===== config.mk =====
export PLATFORM = sky130hd
export DESIGN_NAME = saud_out
export DESIGN_NICKNAME = d
export VERILOG_FILES = /design/src/rtl/saud_pkg.sv /design/src/rtl/saud_bitclk.sv /design/src/rtl/saud_sequencer.sv /design/src/rtl/saud_serializer.sv /design/src/rtl/saud_out.sv
export SDC_FILE = /design/constraint.sdc
export NUM_CORES = 1
export LEC_CHECK = 0
export ABC_AREA = 0
export BUFFER_PORTS_ARGS = -buffer_cell sky130_fd_sc_hd__buf_2
export CAP_MARGIN = 15
export CORE_MARGIN = 10
export CORE_UTILIZATION = 55
export CTS_BUF_LIST = sky130_fd_sc_hd__clkbuf_8
export DETAILED_ROUTE_END_ITERATION = 6
export GPL_TIMING_DRIVEN = 0
export HOLD_SLACK_MARGIN = 0.1
export PLACE_DENSITY_LB_ADDON = 0.1
export SLEW_MARGIN = 30
export SYNTH_ARGS = -nofsm -noshare
export SYNTH_HDL_FRONTEND = slang
export SYNTH_SLANG_ARGS = --single-unit

===== constraint.sdc =====
create_clock -name clk -period 5.1 [get_ports clk]
set_input_delay 0.255 -clock clk [delete_from_list [all_inputs] [get_ports clk]]
set_output_delay 0.255 -clock clk [all_outputs]
set_load 0.05 [all_outputs]

===== src/rtl/saud_pkg.sv =====
package saud_pkg;

   // frame slot counter width: covers up to 64 slots per frame
   localparam int SLOT_W = 6;

   typedef enum logic [1:0] {
      RATE_32  = 2'd0,
      RATE_48  = 2'd1,
      RATE_64  = 2'd2,
      RATE_RSV = 2'd3
   } rate_e;

   // bit slots in one channel half-frame
   function automatic logic [SLOT_W-1:0] half_slots(input rate_e r);
      case (r)
         RATE_48: half_slots = SLOT_W'(24);
         RATE_64: half_slots = SLOT_W'(32);
         default: half_slots = SLOT_W'(16);
      endcase
   endfunction

endpackage


===== src/rtl/saud_bitclk.sv =====
module saud_bitclk
   import saud_pkg::*;
#(
   parameter int DIV32 = 12,
   parameter int DIV48 = 8,
   parameter int DIV64 = 6,
   localparam int DIV_W = $clog2(DIV32 + 1)
) (
   input  logic  clk,
   input  logic  rst_n,
   input  logic  run,
   input  rate_e rate,
   input  logic  dbl,
   output logic  slot_end,
   output logic  bck_level
);

   logic [DIV_W-1:0] d_base;
   logic [DIV_W-1:0] d_sel;
   logic [DIV_W-1:0] low_len;
   logic [DIV_W-1:0] cnt_q;

   // master cycles per bit slot for the latched configuration
   always_comb begin
      case (rate)
         RATE_48: d_base = DIV_W'(DIV48);
         RATE_64: d_base = DIV_W'(DIV64);
         default: d_base = DIV_W'(DIV32);
      endcase
      d_sel   = dbl ? (d_base >> 1) : d_base;
      low_len = d_sel - (d_sel >> 1);
   end

   assign slot_end  = run && (cnt_q == d_sel - DIV_W'(1));
   assign bck_level = run && (cnt_q >= low_len);

   always_ff @(posedge clk) begin
      if (!rst_n) begin
         cnt_q <= '0;
      end else if (!run || slot_end) begin
         cnt_q <= '0;
      end else begin
         cnt_q <= cnt_q + DIV_W'(1);
      end
   end

endmodule


===== src/rtl/saud_sequencer.sv =====
module saud_sequencer
   import saud_pkg::*;
#(
   parameter int SAMPLE_W = 16
) (
   input  logic                clk,
   input  logic                rst_n,
   input  logic                slot_end,
   input  rate_e               cfg_rate_in,
   input  logic                cfg_inv_in,
   input  logic                cfg_lsb_in,
   input  logic                cfg_dbl_in,
   input  logic                in_valid,
   input  logic [SAMPLE_W-1:0] in_left,
   input  logic [SAMPLE_W-1:0] in_right,
   input  logic                in_err_left,
   input  logic                in_err_right,
   output logic                load,
   output logic                run,
   output logic [SLOT_W-1:0]   slot,
   output rate_e               rate_q,
   output logic                inv_q,
   output logic                lsb_q,
   output logic                dbl_q,
   output logic [SAMPLE_W-1:0] word_l,
   output logic [SAMPLE_W-1:0] word_r,
   output logic                err_l,
   output logic                err_r,
   output logic                underrun
);

   logic [SLOT_W-1:0] half_n;
   logic [SLOT_W-1:0] last_slot;

   assign half_n    = half_slots(rate_q);
   assign last_slot = (half_n << 1) - SLOT_W'(1);

   // frame start: first cycle out of reset, or end of the final slot
   assign load = !run || (slot_end && (slot == last_slot));

   always_ff @(posedge clk) begin
      if (!rst_n) begin
         run      <= 1'b0;
         slot     <= '0;
         rate_q   <= RATE_32;
         inv_q    <= 1'b0;
         lsb_q    <= 1'b0;
         dbl_q    <= 1'b0;
         word_l   <= '0;
         word_r   <= '0;
         err_l    <= 1'b0;
         err_r    <= 1'b0;
         underrun <= 1'b0;
      end else if (load) begin
         run    <= 1'b1;
         slot   <= '0;
         rate_q <= cfg_rate_in;
         inv_q  <= cfg_inv_in;
         lsb_q  <= cfg_lsb_in;
         dbl_q  <= cfg_dbl_in;
         if (in_valid) begin
            word_l   <= in_left;
            word_r   <= in_right;
            err_l    <= in_err_left;
            err_r    <= in_err_right;
            underrun <= 1'b0;
         end else begin
            word_l   <= '0;
            word_r   <= '0;
            err_l    <= 1'b0;
            err_r    <= 1'b0;
            underrun <= 1'b1;
         end
      end else if (slot_end) begin
         slot <= slot + SLOT_W'(1);
      end
   end

endmodule


===== src/rtl/saud_serializer.sv =====
module saud_serializer
   import saud_pkg::*;
#(
   parameter int SAMPLE_W = 16,
   localparam int IDX_W = (SAMPLE_W > 1) ? $clog2(SAMPLE_W) : 1
) (
   input  logic                clk,
   input  logic                rst_n,
   input  logic                run,
   input  logic                bck_level,
   input  logic [SLOT_W-1:0]   slot,
   input  rate_e               rate,
   input  logic                inv,
   input  logic                lsb,
   input  logic [SAMPLE_W-1:0] word_l,
   input  logic [SAMPLE_W-1:0] word_r,
   input  logic                err_l,
   input  logic                err_r,
   output logic                o_bck,
   output logic                o_lrck,
   output logic                o_sdata,
   output logic                o_err
);

   logic [SLOT_W-1:0]   half_n;
   logic [SLOT_W-1:0]   pos;
   logic [SLOT_W-1:0]   lead;
   logic [SLOT_W-1:0]   k;
   logic [IDX_W-1:0]    idx;
   logic                right;
   logic                in_data;
   logic [SAMPLE_W-1:0] word;
   logic [SAMPLE_W-1:0] word_rev;
   logic [SAMPLE_W-1:0] ordered;
   logic                bit_nxt;

   always_comb begin
      half_n  = half_slots(rate);
      right   = (slot >= half_n);
      pos     = right ? (slot - half_n) : slot;
      lead    = half_n - SLOT_W'(SAMPLE_W);
      in_data = (pos >= lead);
      k       = pos - lead;
      idx     = IDX_W'(SLOT_W'(SAMPLE_W - 1) - k);
      word    = right ? word_r : word_l;
   end

   // bit-reversed copy serves the LSB-first order
   for (genvar i = 0; i < SAMPLE_W; i++) begin : g_rev
      assign word_rev[i] = word[SAMPLE_W-1-i];
   end

   assign ordered = lsb ? word_rev : word;
   assign bit_nxt = in_data && ordered[idx];

   always_ff @(posedge clk) begin
      if (!rst_n) begin
         o_bck   <= 1'b0;
         o_lrck  <= 1'b0;
         o_sdata <= 1'b0;
         o_err   <= 1'b0;
      end else begin
         o_bck   <= bck_level;
         o_lrck  <= run && (right ^ inv);
         o_sdata <= run && bit_nxt;
         o_err   <= run && (right ? err_r : err_l);
      end
   end

endmodule


===== src/rtl/saud_out.sv =====
module saud_out
   import saud_pkg::*;
#(
   parameter int SAMPLE_W = 16,
   parameter int DIV32    = 12,
   parameter int DIV48    = 8,
   parameter int DIV64    = 6
) (
   input  logic                clk,
   input  logic                rst_n,
   input  logic [1:0]          cfg_rate,
   input  logic                cfg_lr_inv,
   input  logic                cfg_lsb_first,
   input  logic                cfg_double,
   input  logic                in_valid,
   output logic                in_ready,
   input  logic [SAMPLE_W-1:0] in_left,
   input  logic [SAMPLE_W-1:0] in_right,
   input  logic                in_err_left,
   input  logic                in_err_right,
   output logic                o_bck,
   output logic                o_lrck,
   output logic                o_sdata,
   output logic                o_err,
   output logic                o_underrun
);

   // elaboration checks on the parameter set
   if (SAMPLE_W < 2 || SAMPLE_W > 16) begin : g_bad_width
      $error("SAMPLE_W must fit the shortest half-frame of 16 slots");
   end
   if ((DIV32 % 2) != 0 || (DIV48 % 2) != 0 || (DIV64 % 2) != 0) begin : g_bad_even
      $error("bit-clock divisors must be even so double speed can halve them");
   end
   if (DIV64 < 6 || DIV48 < DIV64 || DIV32 < DIV48) begin : g_bad_order
      $error("divisors must satisfy DIV32 >= DIV48 >= DIV64 >= 6");
   end

   logic                run;
   logic                load;
   logic                slot_end;
   logic                bck_level;
   logic [SLOT_W-1:0]   slot;
   rate_e               rate_q;
   logic                inv_q;
   logic                lsb_q;
   logic                dbl_q;
   logic [SAMPLE_W-1:0] word_l;
   logic [SAMPLE_W-1:0] word_r;
   logic                err_l;
   logic                err_r;

   assign in_ready = load;

   saud_sequencer #(.SAMPLE_W(SAMPLE_W)) u_seq (
      .clk          (clk),
      .rst_n        (rst_n),
      .slot_end     (slot_end),
      .cfg_rate_in  (rate_e'(cfg_rate)),
      .cfg_inv_in   (cfg_lr_inv),
      .cfg_lsb_in   (cfg_lsb_first),
      .cfg_dbl_in   (cfg_double),
      .in_valid     (in_valid),
      .in_left      (in_left),
      .in_right     (in_right),
      .in_err_left  (in_err_left),
      .in_err_right (in_err_right),
      .load         (load),
      .run          (run),
      .slot         (slot),
      .rate_q       (rate_q),
      .inv_q        (inv_q),
      .lsb_q        (lsb_q),
      .dbl_q        (dbl_q),
      .word_l       (word_l),
      .word_r       (word_r),
      .err_l        (err_l),
      .err_r        (err_r),
      .underrun     (o_underrun)
   );

   saud_bitclk #(
      .DIV32 (DIV32),
      .DIV48 (DIV48),
      .DIV64 (DIV64)
   ) u_bclk (
      .clk       (clk),
      .rst_n     (rst_n),
      .run       (run),
      .rate      (rate_q),
      .dbl       (dbl_q),
      .slot_end  (slot_end),
      .bck_level (bck_level)
   );

   saud_serializer #(.SAMPLE_W(SAMPLE_W)) u_ser (
      .clk       (clk),
      .rst_n     (rst_n),
      .run       (run),
      .bck_level (bck_level),
      .slot      (slot),
      .rate      (rate_q),
      .inv       (inv_q),
      .lsb       (lsb_q),
      .word_l    (word_l),
      .word_r    (word_r),
      .err_l     (err_l),
      .err_r     (err_r),
      .o_bck     (o_bck),
      .o_lrck    (o_lrck),
      .o_sdata   (o_sdata),
      .o_err     (o_err)
   );

endmodule


==> reports/metrics.yaml, run 1 <==
power_and_ir_drop:
  power.density_mw_per_mm2: 252
  pwr-share-clk: 0.299
  power_switching_mw: 0.232
  power.internal_mw: 0.648
  ir_worst_vdd_uv: 187
  p_sw_frac: 0.264
  total_power_mw: 0.880
  combPwrFrac: 0.181
  p_leak_nw: 1.50
  p_seq_frac: 0.520
final_layout:
  drive_gt1_frac: 0.283
  multiInputGateArea_mm2: 0.00178
  finish.instance_area_mm2: 0.00349
  fillCellCount: 459
  final_common_cell: "dfxtp_1"
  fin_nets: 392
  syn2layout_area_growth_pct: 13.8
  fin_util: 0.641
  seq_area_mm2: 0.00110
  final_cell_mix: "55 x dfxtp_1, 50 x buf_2, 34 x a22o_1"
  antenna_cells: 0
  fin_cells: 404
status:
  status: "complete, no violations"
hold_path:
  min_path_type: "in -> reg"
  min_to: "u_seq.word_r[7]"
  hold_depth: 2
  min_from: "in_right[7]"
route:
  routed_wl_um: 6460
  wl_per_cell_um: 16.0
  dr.first_iter.drc_count: 52
  drt_first_pass_iters: 4
  routed_via_density: 5.52
  ant_nets: 0
  drc_errors: 0
  routed-via-count: 2232
clock_tree:
  ctsLongestPathBuffers: 2
  cts_tree: "done"
  cts_inserted_buffers: 5
  cts_root_buffer: "clkbuf_8"
  cts.repair.resized: 0
  clock-sinks: 55
  clkLatencyLatePin_ns: 0.31
  clk_pin_slew_ns: 0.10
  cts_setup_buffers: 0
  h-tree-depth: 2
  cts.hold.buffers_added: 0
timing:
  fin_worst_skew_ns: 0.00655
  setup-tns-final_ns: 0
  setup_viol: 0
  fmax_ghz: 0.239
  rsz0062_at_grt: "false"
  finalCriticalPeriod_ns: 4.19
  relSlewSlack: 0.603
  hold_viol_final: 0
  slew_viol_final: 0
  fin_crit_sh: 0.821
  tightest_slew_ns: 0.596
  setup_slack_ns: 0.914
  whs_ns: 0.149
global_routing:
  overflow: 0
  track_usage: 0.150
  grt_pass1_vias: 2293
  grt_max_degree: 17
  grt_antenna_before_repair: 0
  grt_first_pass_wirelength_um: 11000
floorplan:
  die_w_um: 94.6
  start_util: 0.563
  dieArea_mm2: 0.00895
  core_mm2: 0.00544
  ios: 48
  row_count: 27
  die_y_um: 94.6
placed_design:
  routabilityCongestion: 0.799
  place_ws_ns: 0.864
  port_buffers: 46
  postPlaceCellArea_mm2: 0.00338
  dp_cells: 396
  dp_hpwl_um: 5080
synth:
  yosysTopAreaCellShare: 0.359
  synth_edf_count: 0
  ys_types: 49
  yosysWarnings: 0
  synth_area_mm2: 0.00306
  synthCells: 278
  ys_seq_area_frac: 0.359
  netlist_top_cells_area: "dfxtp_1 36%, mux4_2 12%, a22o_1 9.7%"
  synth_ff_type: "dfxtp_1"
  synthArstFlopShare: 0
  synth_top_area_cell: "dfxtp_1"
  ys_ff_latch: 55
  synth_nets: 339
  synth_area_per_cell_um2: 11.0
setup_path:
  cp.arrival_ns: 4.36
  reg2regPathDepth: 17
  cp_max_fo: 10
  startpoint: "u_seq.rate_q[1]"
  rr_endpoint: "u_ser.o_sdata"
  r2r_start: "u_seq.rate_q[1]"
  critical_path_class: "reg -> reg"
  reg2reg_setup_slack_ns: 0.91
  crit_required_ns: 5.27
  start_kind: "register"
  endpoint_kind: "register"
run:
  maxCapViolations: 0
==> worst max-delay path by stage <==
stage,depth (start not counted),end,slack [ns]
after floorplan,17,u_ser.o_sdata,1.49
after detailed placement,17,u_ser.o_sdata,0.86
after CTS,17,u_ser.o_sdata,0.84
final,17,u_ser.o_sdata,0.91
after global routing,17,u_ser.o_sdata,0.45
after global placement,17,u_ser.o_sdata,0.86
==> power by group through the flow <==
stage	logic, mW	clock network (mW)	registers [mW]
2_1_floorplan	0.116	0	0.469
3_3_place_gp	0.157	0	0.467
3_5_place_dp	0.160	0	0.468
4_1_cts	0.161	0.270	0.458
5_1_grt	0.176	0.286	0.460
6_report	0.159	0.263	0.458
==> Yosys cell counts, drive strengths merged (8+ instances only) <==
cell   count
ha        18
xnor2     10
nor2b      9
inv       12
nand2      9
a21oi     12
xor2       8
dfxtp     55
a22o      34
mux2i     17
nor2      14
buf       13
mux4      16
==> critical path, stage by stage (launching register included) <==
cell      delay [ns]
dfxtp_1         0.44
inv_1           0.10
ha_1            0.24
ha_1            0.30
nor4b_1         0.27
o221ai_1        0.19
nand2_2         0.17
buf_6           0.20
buf_6           0.18
o21ai_0         0.09
ha_1            0.28
clkbuf_1        0.39
inv_2           0.23
mux4_2          0.48
mux2i_1         0.18
a22oi_1         0.09
a21oi_1         0.14
nor4_1          0.06
==> logic make-up after synthesis <==
family                   count (synthesis)  share of synthesized area
flip-flops                              55                      0.359
buffers and inverters                   32                     0.0580
AO/OA/AOI/OAI                           65                      0.169
AND/OR/NAND/NOR                         55                      0.105
adder cells (fa/ha/maj)                 19                     0.0801
XOR/XNOR                                18                     0.0515
multiplexers                            34                      0.177
==> final cells by class <==
type | instances | share of cell area
Timing Repair Buffer | 46 | 0.0660
Clock buffer | 7 | 0.0276
Buffer | 20 | 0.0380
Tap cell | 72 | 0.0258
Multi-Input combinational cell | 191 | 0.512
Inverter | 12 | 0.0129
Clock inverter | 1 | 0.00215
Sequential cell | 55 | 0.316
==> registers in the layout, indices dropped and copies added, names as in the netlist <==
signal          flops
u_bclk.cnt_q        4
u_seq.dbl_q         1
u_seq.err_l         1
u_seq.err_r         1
u_seq.inv_q         1
u_seq.lsb_q         1
u_seq.rate_q        2
u_seq.run           1
u_seq.slot          6
u_seq.underrun      1
u_seq.word_l       16
u_seq.word_r       16
u_ser.o_bck         1
u_ser.o_err         1
u_ser.o_lrck        1
u_ser.o_sdata       1
==> layer usage <==
layer	up-vias	GRT usage	routed length [um]
met5	-	0	0
met3	6	0.0381	257
met1	1059	0.174	2820
li1	1130	-	-
met4	0	0.0524	87
met2	37	0.262	3290
Power figures use the tool's default switching activity.
==> run 2, diff against run 1 <==
--- a/config.mk
+++ b/config.mk
@@ -9,7 +9,7 @@
 export BUFFER_PORTS_ARGS = -buffer_cell sky130_fd_sc_hd__buf_2
 export CAP_MARGIN = 15
 export CORE_MARGIN = 10
-export CORE_UTILIZATION = 55
+export CORE_UTILIZATION = 53
 export CTS_BUF_LIST = sky130_fd_sc_hd__clkbuf_8
 export DETAILED_ROUTE_END_ITERATION = 6
 export GPL_TIMING_DRIVEN = 0
==> constraint.sdc (replaced) <==
create_clock -name clk -period 3.8 [get_ports clk]
set_input_delay 0.19 -clock clk [delete_from_list [all_inputs] [get_ports clk]]
set_output_delay 0.19 -clock clk [all_outputs]
set_load 0.05 [all_outputs]
==> run 2 against run 1 <==
  * Die area up 3.0%
  * Worst setup slack got worse by 0.82 ns
  * Sequential power rose by 34%
==> reports/metrics.yaml, run 2 (synthesized netlist as in run 1, its figures left out) <==
clock_tree:
  ctsLongestPathBuffers: 2  # unchanged
  cts_inserted_buffers: 5  # unchanged
  cts_tree: "done"
  cts_root_buffer: "clkbuf_8"
  clock-sinks: 55  # unchanged
  clk_pin_slew_ns: 0.10  # about the same
  h-tree-depth: 2  # unchanged
  clkLatencyLatePin_ns: 0.31  # about the same
placed_design:
  port_buffers: 46  # unchanged
  dp_hpwl_um: 5130  # +1.1%
  place_ws_ns: -0.421  # -1.28 ns
  routabilityCongestion: 0.798  # about the same
  postPlaceCellArea_mm2: 0.00338  # unchanged
  dp_cells: 396  # unchanged
timing:
  tightest_slew_ns: 0.624  # +0.0277 ns
  slew_viol_final: 0  # unchanged
  fmax_ghz: 0.270  # +13%
  relSlewSlack: 0.584  # -0.0184
  hold_viol_final: 0  # unchanged
  setup-tns-final_ns: 0  # unchanged
  fin_worst_skew_ns: 0.00510  # -0.00145 ns
  setup_viol: 0  # unchanged
  setup_slack_ns: 0.0959  # -0.818 ns
  fin_crit_sh: 0.975  # +0.154
  finalCriticalPeriod_ns: 3.70  # -0.482 ns
floorplan:
  ios: 48  # unchanged
  row_count: 27  # unchanged
  core_mm2: 0.00557  # +2.5%
  dieArea_mm2: 0.00922  # +3.0%
  start_util: 0.549  # -0.0137
  die_y_um: 96.0  # +1.5%
  die_w_um: 96.0  # +1.5%
global_routing:
  grt_first_pass_wirelength_um: 11600  # +5.6%
  met2_usage: 0.283  # +0.0205
  grt_pass1_vias: 2433  # +6.1%
  grtUsageMet3: 0.0335  # -0.00460
  grt_most_used_layer: "met2"
  grt_max_degree: 16  # -1
  grt_antenna_before_repair: 0  # unchanged
  overflow: 0  # unchanged
  grtUsageMet1: 0.181  # +0.00688
  track_usage: 0.156  # +0.00597
final_layout:
  drive_gt1_frac: 0.285  # +0.00180
  final_cell_mix: "53 x dfxtp_1, 50 x buf_2, 34 x a22o_1"
  finish.instance_area_mm2: 0.00387  # +11%
  seq_area_mm2: 0.00111  # +0.45%
  fin_nets: 426  # +8.7%
  reg.largest.list: "u_seq.word_l (16), u_seq.word_r (16), u_seq.slot (6)"
  antenna_cells: 0  # unchanged
  multiInputGateArea_mm2: 0.00181  # +1.4%
  final_common_cell: "dfxtp_1"
  syn2layout_area_growth_pct: 26.5
  fillCellCount: 439  # -4.4%
  fin_cells: 437  # +8.2%
setup_path:
  start_kind: "register"
  crit_required_ns: 3.97  # -1.30 ns
  critical_path_class: "reg -> reg"
  critPathSlowestCell: "mux4_2"
  reg2reg_setup_slack_ns: 0.1  # -0.82 ns
  max_stage_delay_ns: 0.50  # +0.02 ns
  cp.arrival_ns: 3.88  # -0.48 ns
  cp-endpoint: "u_ser.o_sdata"
  crit_buf_inv: 4  # -1
  cp_max_fo: 10  # unchanged
  startpoint: "u_seq.rate_q[1]"
  cp_common_cell: "ha_1"
  crit_cells: 16  # -1
  cpLargestDelayFamily: "adder cells"
  rr_endpoint: "u_ser.o_sdata"
  r2r_start: "u_seq.rate_q[1]"
  reg2regPathDepth: 16  # -1
  endpoint_kind: "register"
  crit_chain: "inv_1 > ha_1 > ha_1 > nor4b_2 > o221ai_1 > nand2_2 > buf_8 > buf_6 > o21ai_0 > ha_2 > clkinv_4 > mux4_2 > mux2i_1 > a22oi_1 > a21oi_1 > nor4_2"
power_and_ir_drop:
  p_leak_nw: 1.66  # +11%
  p_sw_frac: 0.257  # -0.00711
  ir_worst_vdd_uv: 211  # +13%
  power_switching_mw: 0.319  # +38%
  combPwrFrac: 0.203  # +0.022
  power.internal_mw: 0.925  # +43%
  power.density_mw_per_mm2: 321  # +27%
  pwr-share-clk: 0.302  # +0.003
  p_seq_frac: 0.494  # -0.026
route:
  routed_wl_um: 6990  # +8.3%
  ant_nets: 0  # unchanged
  routed-via-count: 2429  # +8.8%
  drt_first_pass_iters: 4  # unchanged
  drc_errors: 0  # unchanged
  dr.first_iter.drc_count: 102  # +96%
  routed_via_density: 5.56  # +0.61%
  wl_per_cell_um: 16.0  # +0.11%
status:
  status: "complete, no violations"
hold_path:
  min_path_type: "in -> reg"
run:
  maxCapViolations: 0  # unchanged
[run 2: layout make-up]
class                           instances  area share
Clock buffer                            5      0.0178
Buffer                                 19      0.0342
Tap cell                               72      0.0233
Multi-Input combinational cell        191       0.467
Clock inverter                          2     0.00872
Sequential cell                        55       0.286
Inverter                               12      0.0129
Timing Repair Buffer                   81       0.151
[run 2: power by group through the flow]
stage	Sequential [mW]	Clock (mW)	Combinational [mW]
2_1_floorplan	0.629	0	0.155
3_3_place_gp	0.627	0	0.212
3_5_place_dp	0.628	0	0.215
4_1_cts	0.615	0.381	0.243
5_1_grt	0.617	0.400	0.279
6_report	0.615	0.376	0.253
[run 2: worst register-to-register path, stage by stage, from the launching register on]
cell and delay, ns:
dfxtp_4 0.39, inv_1 0.06, ha_1 0.23, ha_1 0.30, nor4b_2 0.16, o221ai_1 0.22
nand2_2 0.12, buf_8 0.17, buf_6 0.15, o21ai_0 0.21, ha_2 0.36, clkinv_4 0.13
mux4_2 0.50, mux2i_1 0.17, a22oi_1 0.09, a21oi_1 0.23, nor4_2 0.07
[run 2: what timing repair did]
| item | CTS | global route |
|---|---|---|
| endpoints found under the setup margin | 1 | 1 |
| pin swaps | 1 | 6 |
| hold buffers | 30 | 1 |
| hold endpoints to repair | 30 | 1 |
| resized for setup | 4 | 9 |
| buffers inserted | 1 | 3 |
[run 2: worst min-delay path by stage]
stage / slack, ns / startpoint / end / cells past startpoint
3_5_place_dp: 0.40 / in_right[4] / u_seq.word_r[4] / 2
3_3_place_gp: 0.40 / in_left[10] / u_seq.word_l[10] / 2
5_1_grt: 0.11 / in_right[14] / u_seq.word_r[14] / 2
6_report: 0.11 / in_right[7] / u_seq.word_r[7] / 2
2_1_floorplan: 0.32 / in_err_left / u_seq.err_l / 1
4_1_cts: 0.10 / in_right[6] / u_seq.word_r[6] / 2
[run 2: stage by stage]
stage / power (mW) / hold WS, ns / util
floorplan: 0.784 / 0.316 / -
global placement: 0.839 / 0.399 / 0.607
detailed placement: 0.843 / 0.402 / 0.607
CTS: 1.24 / 0.102 / 0.681
global route: 1.30 / 0.108 / 0.695
finish: 1.24 / 0.106 / 0.695
[run 2: per-layer routing]
| layer | routed length (um) | vias to the layer above |
|---|---|---|
| li1 | - | 1199 |
| met1 | 2920 | 1157 |
| met2 | 3650 | 63 |
| met3 | 350 | 10 |
| met4 | 78 | 0 |
| met5 | 0 | - |
